File: src/rtl/hpt_pkg.sv
package hpt_pkg;
   typedef enum logic [1:0] {ST_IDLE, ST_PRI, ST_SEC, ST_DONE} walk_state_t;

   localparam int SEG_KS_BIT = 30;
   localparam int SEG_KP_BIT = 29;
   localparam int SEG_NX_BIT = 28;
   localparam int CMP_HSEL_BIT = 6;

   localparam logic [1:0] RGT_NONE = 2'd0;
   localparam logic [1:0] RGT_RO   = 2'd1;
   localparam logic [1:0] RGT_RW   = 2'd2;
endpackage

File: src/rtl/hpt_group_addr.sv
module hpt_group_addr #(
   parameter int HASH_W = 19
) (
   input  logic [HASH_W-1:0] hash,
   input  logic [15:0]       origin,
   input  logic [8:0]        mask,
   output logic [31:0]       grp
);
   initial begin
      if (HASH_W != 19) $error("hpt_group_addr: HASH_W must be 19");
   end

   logic [8:0] hi_sel;
   assign hi_sel = hash[18:10] & mask;
   assign grp = {origin[15:9], origin[8:0] | hi_sel, hash[9:0], 6'b0};
endmodule

File: src/rtl/hpt_rights.sv
module hpt_rights
   import hpt_pkg::*;
(
   input  logic       key_sup,
   input  logic       key_usr,
   input  logic       no_exec,
   input  logic       guarded,
   input  logic [1:0] pp,
   input  logic       user,
   input  logic       instr,
   input  logic       write,
   output logic [1:0] rights
);
   logic key;
   logic [1:0] base;

   assign key = (key_usr & user) | (key_sup & ~user);

   always_comb begin
      if (key) begin
         unique case (pp)
            2'd0:    base = RGT_NONE;
            2'd2:    base = RGT_RW;
            default: base = RGT_RO;
         endcase
      end else begin
         base = (pp == 2'd3) ? RGT_RO : RGT_RW;
      end
      if (instr && (no_exec || guarded))
         rights = RGT_NONE;
      else if (write && base == RGT_RO)
         rights = RGT_NONE;
      else
         rights = base;
   end
endmodule

File: src/rtl/hpt_walker.sv
module hpt_walker
   import hpt_pkg::*;
#(
   parameter int ENTRIES = 8,
   parameter bit SEC_EN  = 1'b1
) (
   input  logic             clk,
   input  logic             rst_n,
   input  logic             start,
   input  logic [31:0]      vaddr,
   input  logic [15:0][31:0] seg_regs,
   input  logic [31:0]      tbl_reg,
   input  logic             user_mode,
   input  logic             is_instr,
   input  logic             is_write,
   output logic             mem_req,
   output logic [31:0]      mem_addr,
   input  logic             mem_valid,
   input  logic [31:0]      mem_rdata,
   output logic             busy,
   output logic             done,
   output logic             hit,
   output logic [31:0]      pa,
   output logic [1:0]       rights,
   output logic [31:0]      prim_grp,
   output logic [31:0]      sec_grp,
   output logic [31:0]      cmp_word
);
   localparam int IDX_W = (ENTRIES > 1) ? $clog2(ENTRIES) : 1;
   localparam logic [IDX_W-1:0] LAST_IDX = IDX_W'(ENTRIES - 1);
   localparam int PAD_W = 32 - IDX_W - 3;

   generate
      if (!(ENTRIES == 1 || ENTRIES == 2 || ENTRIES == 4 || ENTRIES == 8)) begin : g_bad_entries
         $error("hpt_walker: ENTRIES must be 1, 2, 4 or 8");
      end
   endgenerate

   // Address decomposition and hashing of the incoming request
   logic [31:0] seg_sel;
   logic [18:0] hash_pri;
   logic [31:0] cmp_new;
   logic [31:0] grp_pri_w, grp_sec_w;
   logic        unused_bits;

   assign seg_sel  = seg_regs[vaddr[31:28]];
   assign hash_pri = seg_sel[18:0] ^ {3'b0, vaddr[27:12]};
   assign cmp_new  = {1'b1, seg_sel[23:0], 1'b0, vaddr[27:22]};
   assign unused_bits = ^{tbl_reg[15:9], seg_sel[31], seg_sel[27:24]};

   hpt_group_addr u_grp_pri (
      .hash(hash_pri), .origin(tbl_reg[31:16]), .mask(tbl_reg[8:0]), .grp(grp_pri_w)
   );

   generate
      if (SEC_EN) begin : g_sec
         hpt_group_addr u_grp_sec (
            .hash(hash_pri ^ 19'h7FFFF), .origin(tbl_reg[31:16]), .mask(tbl_reg[8:0]),
            .grp(grp_sec_w)
         );
      end else begin : g_nosec
         assign grp_sec_w = '0;
      end
   endgenerate

   // Walk state
   walk_state_t state;
   logic [IDX_W-1:0] idx;
   logic        lo_phase;
   logic [11:0] off_q;
   logic        ks_q, kp_q, nx_q;
   logic        user_q, instr_q, write_q;
   logic [31:0] cmp_cur;
   logic [31:0] grp_cur;
   logic [1:0]  rights_w;

   assign cmp_cur = (state == ST_SEC) ? (cmp_word | (32'd1 << CMP_HSEL_BIT)) : cmp_word;
   assign grp_cur = (state == ST_SEC) ? sec_grp : prim_grp;
   assign mem_req = (state == ST_PRI) || (state == ST_SEC);
   assign mem_addr = grp_cur + {{PAD_W{1'b0}}, idx, lo_phase, 2'b00};
   assign busy = (state != ST_IDLE);
   assign done = (state == ST_DONE);

   hpt_rights u_rights (
      .key_sup(ks_q), .key_usr(kp_q), .no_exec(nx_q), .guarded(mem_rdata[3]),
      .pp(mem_rdata[1:0]), .user(user_q), .instr(instr_q), .write(write_q),
      .rights(rights_w)
   );

   always_ff @(posedge clk or negedge rst_n) begin
      if (!rst_n) begin
         state    <= ST_IDLE;
         idx      <= '0;
         lo_phase <= 1'b0;
         off_q    <= '0;
         ks_q     <= 1'b0;
         kp_q     <= 1'b0;
         nx_q     <= 1'b0;
         user_q   <= 1'b0;
         instr_q  <= 1'b0;
         write_q  <= 1'b0;
         hit      <= 1'b0;
         pa       <= '0;
         rights   <= RGT_NONE;
         prim_grp <= '0;
         sec_grp  <= '0;
         cmp_word <= '0;
      end else begin
         unique case (state)
            ST_IDLE: begin
               if (start) begin
                  state    <= ST_PRI;
                  idx      <= '0;
                  lo_phase <= 1'b0;
                  off_q    <= vaddr[11:0];
                  ks_q     <= seg_sel[SEG_KS_BIT];
                  kp_q     <= seg_sel[SEG_KP_BIT];
                  nx_q     <= seg_sel[SEG_NX_BIT];
                  user_q   <= user_mode;
                  instr_q  <= is_instr;
                  write_q  <= is_write;
                  prim_grp <= grp_pri_w;
                  sec_grp  <= grp_sec_w;
                  cmp_word <= cmp_new;
               end
            end
            ST_PRI, ST_SEC: begin
               if (mem_valid) begin
                  if (lo_phase) begin
                     hit    <= 1'b1;
                     pa     <= {mem_rdata[31:12], off_q};
                     rights <= rights_w;
                     state  <= ST_DONE;
                  end else if (mem_rdata == cmp_cur) begin
                     lo_phase <= 1'b1;
                  end else if (idx == LAST_IDX) begin
                     idx <= '0;
                     if (state == ST_PRI && SEC_EN) begin
                        state <= ST_SEC;
                     end else begin
                        hit    <= 1'b0;
                        pa     <= '0;
                        rights <= RGT_NONE;
                        state  <= ST_DONE;
                     end
                  end else begin
                     idx <= idx + 1'b1;
                  end
               end
            end
            default: state <= ST_IDLE;
         endcase
      end
   end

   // Checks next to the logic they guard
   p_req_hold_r11: assert property (@(posedge clk) disable iff (!rst_n)
      (mem_req && !mem_valid) |=> (mem_req && $stable(mem_addr)));
   p_first_read_r4: assert property (@(posedge clk) disable iff (!rst_n)
      $rose(mem_req) |-> (mem_addr == prim_grp));
   p_done_pulse_r10: assert property (@(posedge clk) disable iff (!rst_n)
      done |=> !done);
   p_status_hold_r10: assert property (@(posedge clk) disable iff (!rst_n)
      busy |=> ($stable(prim_grp) && $stable(sec_grp) && $stable(cmp_word)));
   p_miss_clear_r6: assert property (@(posedge clk) disable iff (!rst_n)
      (done && !hit) |-> (rights == RGT_NONE && pa == 32'd0));
   p_write_no_ro_r8: assert property (@(posedge clk) disable iff (!rst_n)
      (done && write_q) |-> (rights != RGT_RO));
   p_rights_legal_r8: assert property (@(posedge clk) disable iff (!rst_n)
      done |-> (rights != 2'd3));
endmodule

File: config.mk
export PLATFORM = sky130hd
export DESIGN_NAME = hpt_walker
export DESIGN_NICKNAME = d
export VERILOG_FILES = /design/src/rtl/hpt_pkg.sv /design/src/rtl/hpt_group_addr.sv /design/src/rtl/hpt_rights.sv /design/src/rtl/hpt_walker.sv
export SDC_FILE = /design/constraint.sdc
export NUM_CORES = 1
export LEC_CHECK = 0
export BUFFER_PORTS_ARGS = -buffer_cell sky130_fd_sc_hd__buf_2
export CORE_AREA = 2 2 302 304
export CTS_BUF_LIST = sky130_fd_sc_hd__clkbuf_8 sky130_fd_sc_hd__clkbuf_16
export CTS_CLUSTER_DIAMETER = 150
export DETAILED_ROUTE_END_ITERATION = 7
export DIE_AREA = 0 0 304 306
export SYNTH_ARGS = -nofsm -noshare
export SYNTH_HDL_FRONTEND = slang
export SYNTH_HIERARCHICAL = 1
export SYNTH_SLANG_ARGS = --single-unit
File: constraint.sdc
create_clock -name clk -period 4.3 [get_ports clk]
set_clock_uncertainty 0.15 [all_clocks]
set_input_delay 0.43 -clock clk [delete_from_list [all_inputs] [get_ports clk]]
set_output_delay 0.43 -clock clk [all_outputs]
set_load 0.01 [all_outputs]
## After elaboration in Yosys (flattened, before gate mapping)

Index checks and enable logic that the tools add are counted.

| storage, ports and cells | value |
|---|---|
| register bits | 142 |
| output and inout port bits | 166 |

| operators by class | value |
|---|---|
| add/sub/neg operators | 2 |
| bitwise operators | 10 |
| muxes and demuxes | 39 |
| $lt $le $gt $ge | 1 |
| equality and inequality tests | 16 |
| reductions and logical operators | 15 |

Operator list:

| cell | number |
|---|---|
| $mux W32 | 5 |
| $bmux W32 S4 | 1 |
| $add A32 B6 Y32 | 1 |
| $eq A32 B32 Y1 | 1 |
| $mux W31 | 1 |
| $mux W2 | 13 |
| $not A19 Y19 | 1 |
| $xor A19 B16 Y19 | 1 |
| $and A9 B9 Y9 | 2 |
| $or A9 B9 Y9 | 2 |
| $mux W3 | 5 |
| $ne A2 B2 Y1 const B | 6 |
| $reduce_and A5 Y1 | 2 |
| $mux W1 | 9 |
| $eq A2 B2 Y1 const B | 4 |
| $pmux W2 S2 | 2 |
| $mux W7 | 1 |
| $ne A3 B3 Y1 const B | 2 |
| $pmux W3 S2 | 1 |
| $reduce_bool A2 Y1 | 3 |
| $lt A4 B5 Y1 const B | 1 |
| $eq A2 B1 Y1 const B | 2 |
| $logic_not A2 Y1 | 2 |
| $reduce_and A4 Y1 | 1 |
| 11 further kinds | 14 |

## Depth between registers and ports, before layout

Gate-level depths: netlist of the first run.

| depth | value |
|---|---|
| word-level depth | 9 |
| depth in mapped cells | 17 |
| depth with buffers taken out | 12 |

## Hierarchy

Netlist of the first run, hierarchy kept.

By module, submodules not included:

| module | cells an instance | area each (sq um) | times used |
|---|---|---|---|
| hpt_walker | 783 | 10774.1 | 1 |
| hpt_group_addr | 33 | 244.0 | 2 |
| hpt_rights | 8 | 58.8 | 1 |

## Worst setup path before layout of the first run

Ideal clock, no wire load.

| timing path | value |
|---|---|
| path type | register to output |
| from | reg state[0] |
| to | out mem_addr[31] |
| path buffers | 5 |
| data arrival time | 3.601 ns |
| data required time | 3.720 ns |
| stages on the path, launching flop included | 16 |
| setup slack | 0.119 ns |
| cell sequence | dfrtp_1 -> inv_1 -> ha_1 -> buf_4 -> buf_4 -> buf_4 -> buf_2 -> buf_1 -> mux2_2 -> ha_1 -> a21o_1 -> a21o_1 -> a21oi_1 -> nor3_1 -> nand4_1 -> xor2_1 |

| on the way | value |
|---|---|
| cells in the longest elaborated chain, start to end | 3 |

Ends and longest elaborated chain:

| item | RTL line | source |
|---|---|---|
| start: declaration | hpt_walker.sv:67 | `walk_state_t state;` |
| start signal: assignment | hpt_walker.sv:92 | `state <= ST_IDLE;` |
| start signal: assignment | hpt_walker.sv:112 | `state <= ST_PRI;` |
| start signal: assignment | hpt_walker.sv:133 | `state <= ST_DONE;` |
| $eq A2 B2 Y1 | hpt_walker.sv:78 | `assign grp_cur = (state == ST_SEC) ? sec_grp : prim_grp;` |
| $mux W32 | hpt_walker.sv:78 |  |
| $add A32 B6 Y32 | hpt_walker.sv:80 | `assign mem_addr = grp_cur + {{PAD_W{1'b0}}, idx, lo_phase, 2'b00};` |
| end: declaration | hpt_walker.sv:17 | `output logic [31:0] mem_addr,` |

Every way passes these cells.

## Worst setup path after layout of the first run

Ends and elaborated chain as after synthesis.

==> results.cfg, run 1 <==
[floorplanning]
rows = 110
initial_core_util_pct = 12.6
fp.dieH_um = 306
io_pins = 781
die_area_um2 = 93000
core_region_area_um2 = 89600
die_w_um = 304

[cells_and_area]
fin_util_pct = 19.1
final_nets = 2174
drive_gt1_share_pct = 65.2
syn2layout_area_growth_pct = 50.8
instances_no_fill = 2773

[setup_path]
crit_buf_inv = 3
slowest_delay_ns = 0.44
critPathArrivalTime_ns = 3.43
critical_path_class = reg -> out
cp.depth = 12
worst_setup_path_end_kind = primary output
cp.required_ns = 3.72
cp_slowest_cell = nor3_2
start_kind = register
worstPathCellList = inv_1, ha_4, mux2_2, ha_1, a21o_1, a21o_1, a21oi_1, buf_4, nor3_2, nand4_1, xor2_1, buf_2
critPathMaxFanout = 13
crit_family = simple AND/OR/NAND/NOR gates
path_common_cell = a21o_1
reg2regPathDepth = 7

[synth]
synthArstFlopShare_pct = 100
synth_compound_area_share_pct = 6.54
synth_top_family_by_area = multiplexers
ys.flop_type = dfrtp_1
ys_seq_elements = 154
ys_warn_count = 6
seq_area_frac_synth_pct = 34.0
syn_area_um2 = 11300
synth.distinct_cells = 47
yosys.area_share.adder_pct = 1.28
yosys-mux-area-fraction_pct = 40.8
synth-edff-count = 0
syn-mean-instance-area_um2 = 13.2
synthSimpleGateAreaFrac_pct = 4.62
synth-xor-area-share_pct = 6.03
syn_inst = 857

[sta]
relSlewSlack_pct = 33.3
layout_min_cycle_time_ns = 4.01
finalCritPeriodShare_pct = 93.3
slew_violations = 0
tns_ns = 0
setup_viol = 0
worst_pin_slew_ns = 1.00
rsz0062_at_grt = false
fmax_ghz = 0.249
hold_viol_final = 0

[pwr]
p_leak_uw = 0.00763
powerDensity_nw_per_um2 = 481
peakVddDrop_v = 0.000305
p_total_uw = 8200

[drt]
drt_pass1_iterations = 5
routed_wl_mm = 75.1
via_per_inst = 3.94
wl_per_cell_um = 27.1
via_count = 10900
ant_nets = 0
dr.first_iter.drc_count = 804
drcViolationCount = 0

[clock_network]
cts_buffer_depth = 2
clk_latency_ns = 0.52
cts_root_buffer = clkbuf_16
cts-htree-levels = 4
tritoncts = yes
clkSinkCount = 154
post_cts_buffers = 0
cts_buffers = 17
path_clk_slew_ns = 0.08

[grt]
grt_antenna_before_repair = 82
grtUsageTotal_pct = 15.9
grt_pass1_wl_mm = 97.8
grt_pass1_vias = 11100
overflow = 0
grt_max_degree = 98

[min_path]
hold_depth = 2
min_path_type = in -> reg

[placement]
gp_congestion = 0.957
numPortBuffers = 692
placed_cells = 2664
hpwl_mm = 65.9

[run_status]
status = finished clean

[flow_run]
max_cap_violations = 0
## cell families after synthesis
group | after synthesis
adder cells (fa/ha/maj) | 11
XOR/XNOR | 78
flip-flops | 154
other | 3
AND/OR/NAND/NOR | 104
AO/OA/AOI/OAI | 95
multiplexers | 278
buffers and inverters | 134
## flip-flops by register name, summed over array words and instances (netlist names)
name and count:
pa 32, prim_grp 32, sec_grp 32, instr_q 1, idx 3, ks_q 1
lo_phase 1, off_q 12, rights 2, nx_q 1, state 2, hit 1
user_q 1, kp_q 1, write_q 1, cmp_word 31
## repair_timing
action,4_1_cts,5_1_grt
resized for setup,2,1
endpoints found under the setup margin,8,6
endpoints found under the hold margin,142,0
gates cloned,0,0
hold buffers,41,0
## power breakdown
group          leakage (µW)  switching [µW]  internal [µW]  total, µW
sequential          0.00188             630           2000       2630
combinational       0.00548            2130           1870       4000
clock              0.000275             813            759       1570
total               0.00763            3570           4630       8200
## area by class of cell
| class | count | area, µm² |
|---|---|---|
| Tap cell | 1176 | 1470 |
| Antenna cell | 36 | 90.1 |
| Fill cell | 9870 | 72500 |
| Clock buffer | 17 | 425 |
| Sequential cell | 154 | 3850 |
| Clock inverter | 15 | 135 |
| Multi-Input combinational cell | 579 | 6800 |
| Timing Repair Buffer | 765 | 4180 |
| Inverter | 31 | 116 |
## stage by stage
stage	setup WS, ns	cell area [µm²]	hold WS [ns]
global route	0.0444	17000	0.0300
CTS	0.0929	17000	0.000983
finish	0.287	17100	0.0590
global placement	0.505	16000	0.309
floorplan	0.119	11400	-0.0156
detailed placement	0.426	16000	0.315
## routing by layer
metal  global-route usage, %  routed length, µm  vias up
li1                        -                  -     4690
met1                    18.6              29900     5410
met2                    25.7              35200      632
met3                    6.37               6910      151
met4                    7.17               2970       34
met5                       0                208        -
## final timing paths
path	start	to	slack, ns
min	vaddr[23]	cmp_word[1]$_DFFE_PN0P_	0.06
max reg2reg	cmp_word[21]$_DFFE_PN0P_	pa[3]$_DFFE_PN0P_	0.80
max in group asynchronous	rst_n	cmp_word[8]$_DFFE_PN0P_	2.55
min reg2reg	hit$_DFFE_PN0P_	hit$_DFFE_PN0P_	0.34
min in group asynchronous	rst_n	prim_grp[0]$_DFFE_PN0P_	0.44
max	state[0]$_DFFE_PN0P_	mem_addr[31]	0.29
## synth_stat cells, types with 2 or more instances
cell type	number	area (µm²)
dfrtp_1	154	3850
mux4_2	135	3040
mux2_2	120	1350
buf_4	53	398
xnor2_1	48	420
a22o_1	35	307
inv_1	31	116
xor2_1	30	263
nand2_1	29	109
clkbuf_1	24	90.1
mux2i_1	23	230
a21o_1	22	165
nand3_1	16	80.1
buf_2	14	70.1
nor2_1	14	52.6
a21oi_1	11	55.1
ha_1	10	125
nor3_1	10	50.1
buf_1	9	33.8
nand4_1	9	56.3
nand3b_1	7	52.6
o21ai_0	7	35.0
nor4_1	6	37.5
and3_1	4	25.0
a221o_1	3	30.0
buf_6	3	33.8
conb_1	3	11.3
nand2b_1	3	18.8
nor2b_1	3	18.8
a22oi_1	2	15.0
a32o_1	2	20.0
o21a_1	2	15.0
## cell usage in the layout (no fill, tap or decap), drive strengths merged, types with 11 or more instances in the layout
cell type / Yosys / routed
xnor2: 48 / 48
nand3: 16 / 16
conb: 3 / 13
nor2: 14 / 14
diode: 0 / 36
dfrtp: 154 / 154
a22o: 35 / 35
a21oi: 11 / 11
a21o: 22 / 22
mux2i: 23 / 23
inv: 31 / 39
xor2: 30 / 30
mux4: 135 / 135
buf: 79 / 722
nand2: 29 / 29
mux2: 120 / 120
dlygate4sd3: 0 / 41
clkbuf: 24 / 19
No activity file was read; power rests on OpenSTA's default activity.
==> run 2, diff against run 1 <==
CORE_AREA = 2 2 305 307   (was 2 2 302 304)
DIE_AREA = 0 0 307 309   (was 0 0 304 306)
clock period = 3.75 ns   (was 4.3 ns; I/O delays follow)
==> run 2 against run 1 <==
Final area is 4.0% higher. Worst setup slack worse by 0.22 ns. Sequential share of layout area is 0.86 points lower. Cell count is 2.2% higher. Non-clock buffer count is 44 higher. Flip-flop and latch count stayed put. Routed wire length is 1.1% lower. Sequential power is 16% higher. Via count is 2.2% higher. Worst hold slack worse by 0.0021 ns. Register-to-register slack worse by 0.12 ns.
==> results.cfg, run 2 (synthesis results as in run 1) <==
[cells_and_area]
syn2layout_area_growth_pct = 56.8
drive_gt1_share_pct = 67.4
final_nets = 2218
fillCellCount = 10100
top_regs = pa x32, prim_grp x32, sec_grp x32
mostFrequentLayoutCell = buf_2
layout_common_cells = 689 x buf_2, 154 x dfrtp_1, 135 x mux4_2

[setup_path]
start_kind = register
worstPathCellList = ha_4, buf_8, buf_12, nand3b_1, a211oi_1, o2111a_2, and3_4, nand2b_1, xor2_1, buf_2
critPathMaxFanout = 22
cp_slowest_cell = a211oi_1
r2r_slack_ns = 0.68
crit_buf_inv = 3
crit_family = compound AO/OA/AOI/OAI gates
critPathArrivalTime_ns = 3.16
critical_path_class = reg -> out
cp.required_ns = 3.22
worst_setup_path_end_kind = primary output
slowest_delay_ns = 0.48

[sta]
tns_ns = 0
holdWs_ns = 0.0569
layout_min_cycle_time_ns = 3.69
rsz0062_at_grt = true
setup_viol = 0
slew_violations = 0
relSlewSlack_pct = 40.9
layout_setup_ws_ns = 0.0630
fmax_ghz = 0.271
worst_pin_slew_ns = 0.887
finalCritPeriodShare_pct = 98.3
hold_viol_final = 0

[floorplanning]
fp.dieH_um = 309
core_region_area_um2 = 91400
die_area_um2 = 94900
io_pins = 781
rows = 111
die_w_um = 307
initial_core_util_pct = 12.4

[placement]
gp_congestion = 0.909
place_worst_setup_slack_ns = 0.0484
hpwl_mm = 64.4
numPortBuffers = 692

[clock_network]
cts_buffers = 17
path_clk_slew_ns = 0.07
cts_root_buffer = clkbuf_16
cts-htree-levels = 4
tritoncts = yes
cts_buffer_depth = 2
clk_latency_ns = 0.50
clkSinkCount = 154

[grt]
grt_antenna_before_repair = 83
grt_max_degree = 95
grt_pass1_wl_mm = 96.0
overflow = 0
grt_pass1_vias = 11200
grtUsageTotal_pct = 15.2

[drt]
ant_nets = 0
wl_per_cell_um = 26.2
drcViolationCount = 0
dr.first_iter.drc_count = 779
via_count = 11200
via_per_inst = 3.94
drt_pass1_iterations = 5
routed_wl_mm = 74.3

[pwr]
peakVddDrop_v = 0.000278
p_leak_uw = 0.00793
powerDensity_nw_per_um2 = 547

[flow_run]
max_cap_violations = 0

[min_path]
min_path_type = in -> reg

[run_status]
status = finished clean
[run 2: cell types whose count changed in the layout (fill, tap and decap cells not counted), moves of 3 or more]
cell / delta
buf_12: +6
buf_4: +30
clkinv_8: +4
diode_2: +7
dlygate4sd3_1: +6
ha_1: -4
ha_4: +4
inv_1: -3
mux2_2: -3
mux2_4: +3
nor3_1: -5
nor3_2: +4
[run 2: final timing paths]
kind | start | to | cells past startpoint
max | state[1]$_DFFE_PN0P_ | mem_addr[24] | 10
min in group asynchronous | rst_n | prim_grp[26]$_DFFE_PN0P_ | 2
max reg2reg | state[0]$_DFFE_PN0P_ | pa[1]$_DFFE_PN0P_ | 13
min | tbl_reg[24] | prim_grp[24]$_DFFE_PN0P_ | 3
min reg2reg | hit$_DFFE_PN0P_ | hit$_DFFE_PN0P_ | 1
max in group asynchronous | rst_n | pa[15]$_DFFE_PN0P_ | 3
[run 2: repair_timing]
| item | CTS | global route |
|---|---|---|
| gates resized for setup | 27 | 12 |
| hold buffers | 47 | 0 |
| setup endpoints to repair | 26 | 17 |
| endpoints found under the hold margin | 144 | 0 |
| pin swaps | 9 | 10 |
| setup buffers | 10 | 5 |
[run 2: worst reg2reg max path: cells and delay by family (launching register included)]
family | cells | cell delay (ns)
flops | 1 | 0.39
compound gates | 3 | 0.62
xor+xnor | 1 | 0.17
buf+inv | 6 | 1.02
simple gates | 2 | 0.50
fa+ha+maj | 1 | 0.15
[run 2: layer usage]
layer	wire (µm)	track usage (%)	vias up
met2	33500	23.3	647
met5	303	0	-
li1	-	-	4784
met1	29000	18.0	5548
met3	8530	7.52	132
met4	2910	6.63	46
[run 2: final cells by class]
class                           count  area, µm²  area share [%]
Timing Repair Buffer              809       4610            26.0
Clock inverter                     15        173           0.973
Sequential cell                   154       3850            21.7
Multi-Input combinational cell    579       6980            39.3
Inverter                           31        116           0.656
Clock buffer                       17        425            2.40
Antenna cell                       43        108           0.606
Tap cell                         1186       1480            8.36
[run 2: metrics by stage]
step | instance area [µm²] | utilization [%] | cells | total power (µW)
3_3_place_gp | 16300 | 17.8 | 2697 | 7610
3_5_place_dp | 16300 | 17.8 | 2697 | 7680
6_report | 17700 | 19.4 | 2834 | 9710
4_1_cts | 17500 | 19.2 | 2786 | 9850
2_1_floorplan | 11400 | - | 867 | 5340
5_1_grt | 17700 | 19.4 | 2811 | 10400
[run 2: power by group]
| group | switching [µW] | internal [µW] |
|---|---|---|
| clock network | 964 | 894 |
| logic | 2430 | 2370 |
| registers | 758 | 2300 |
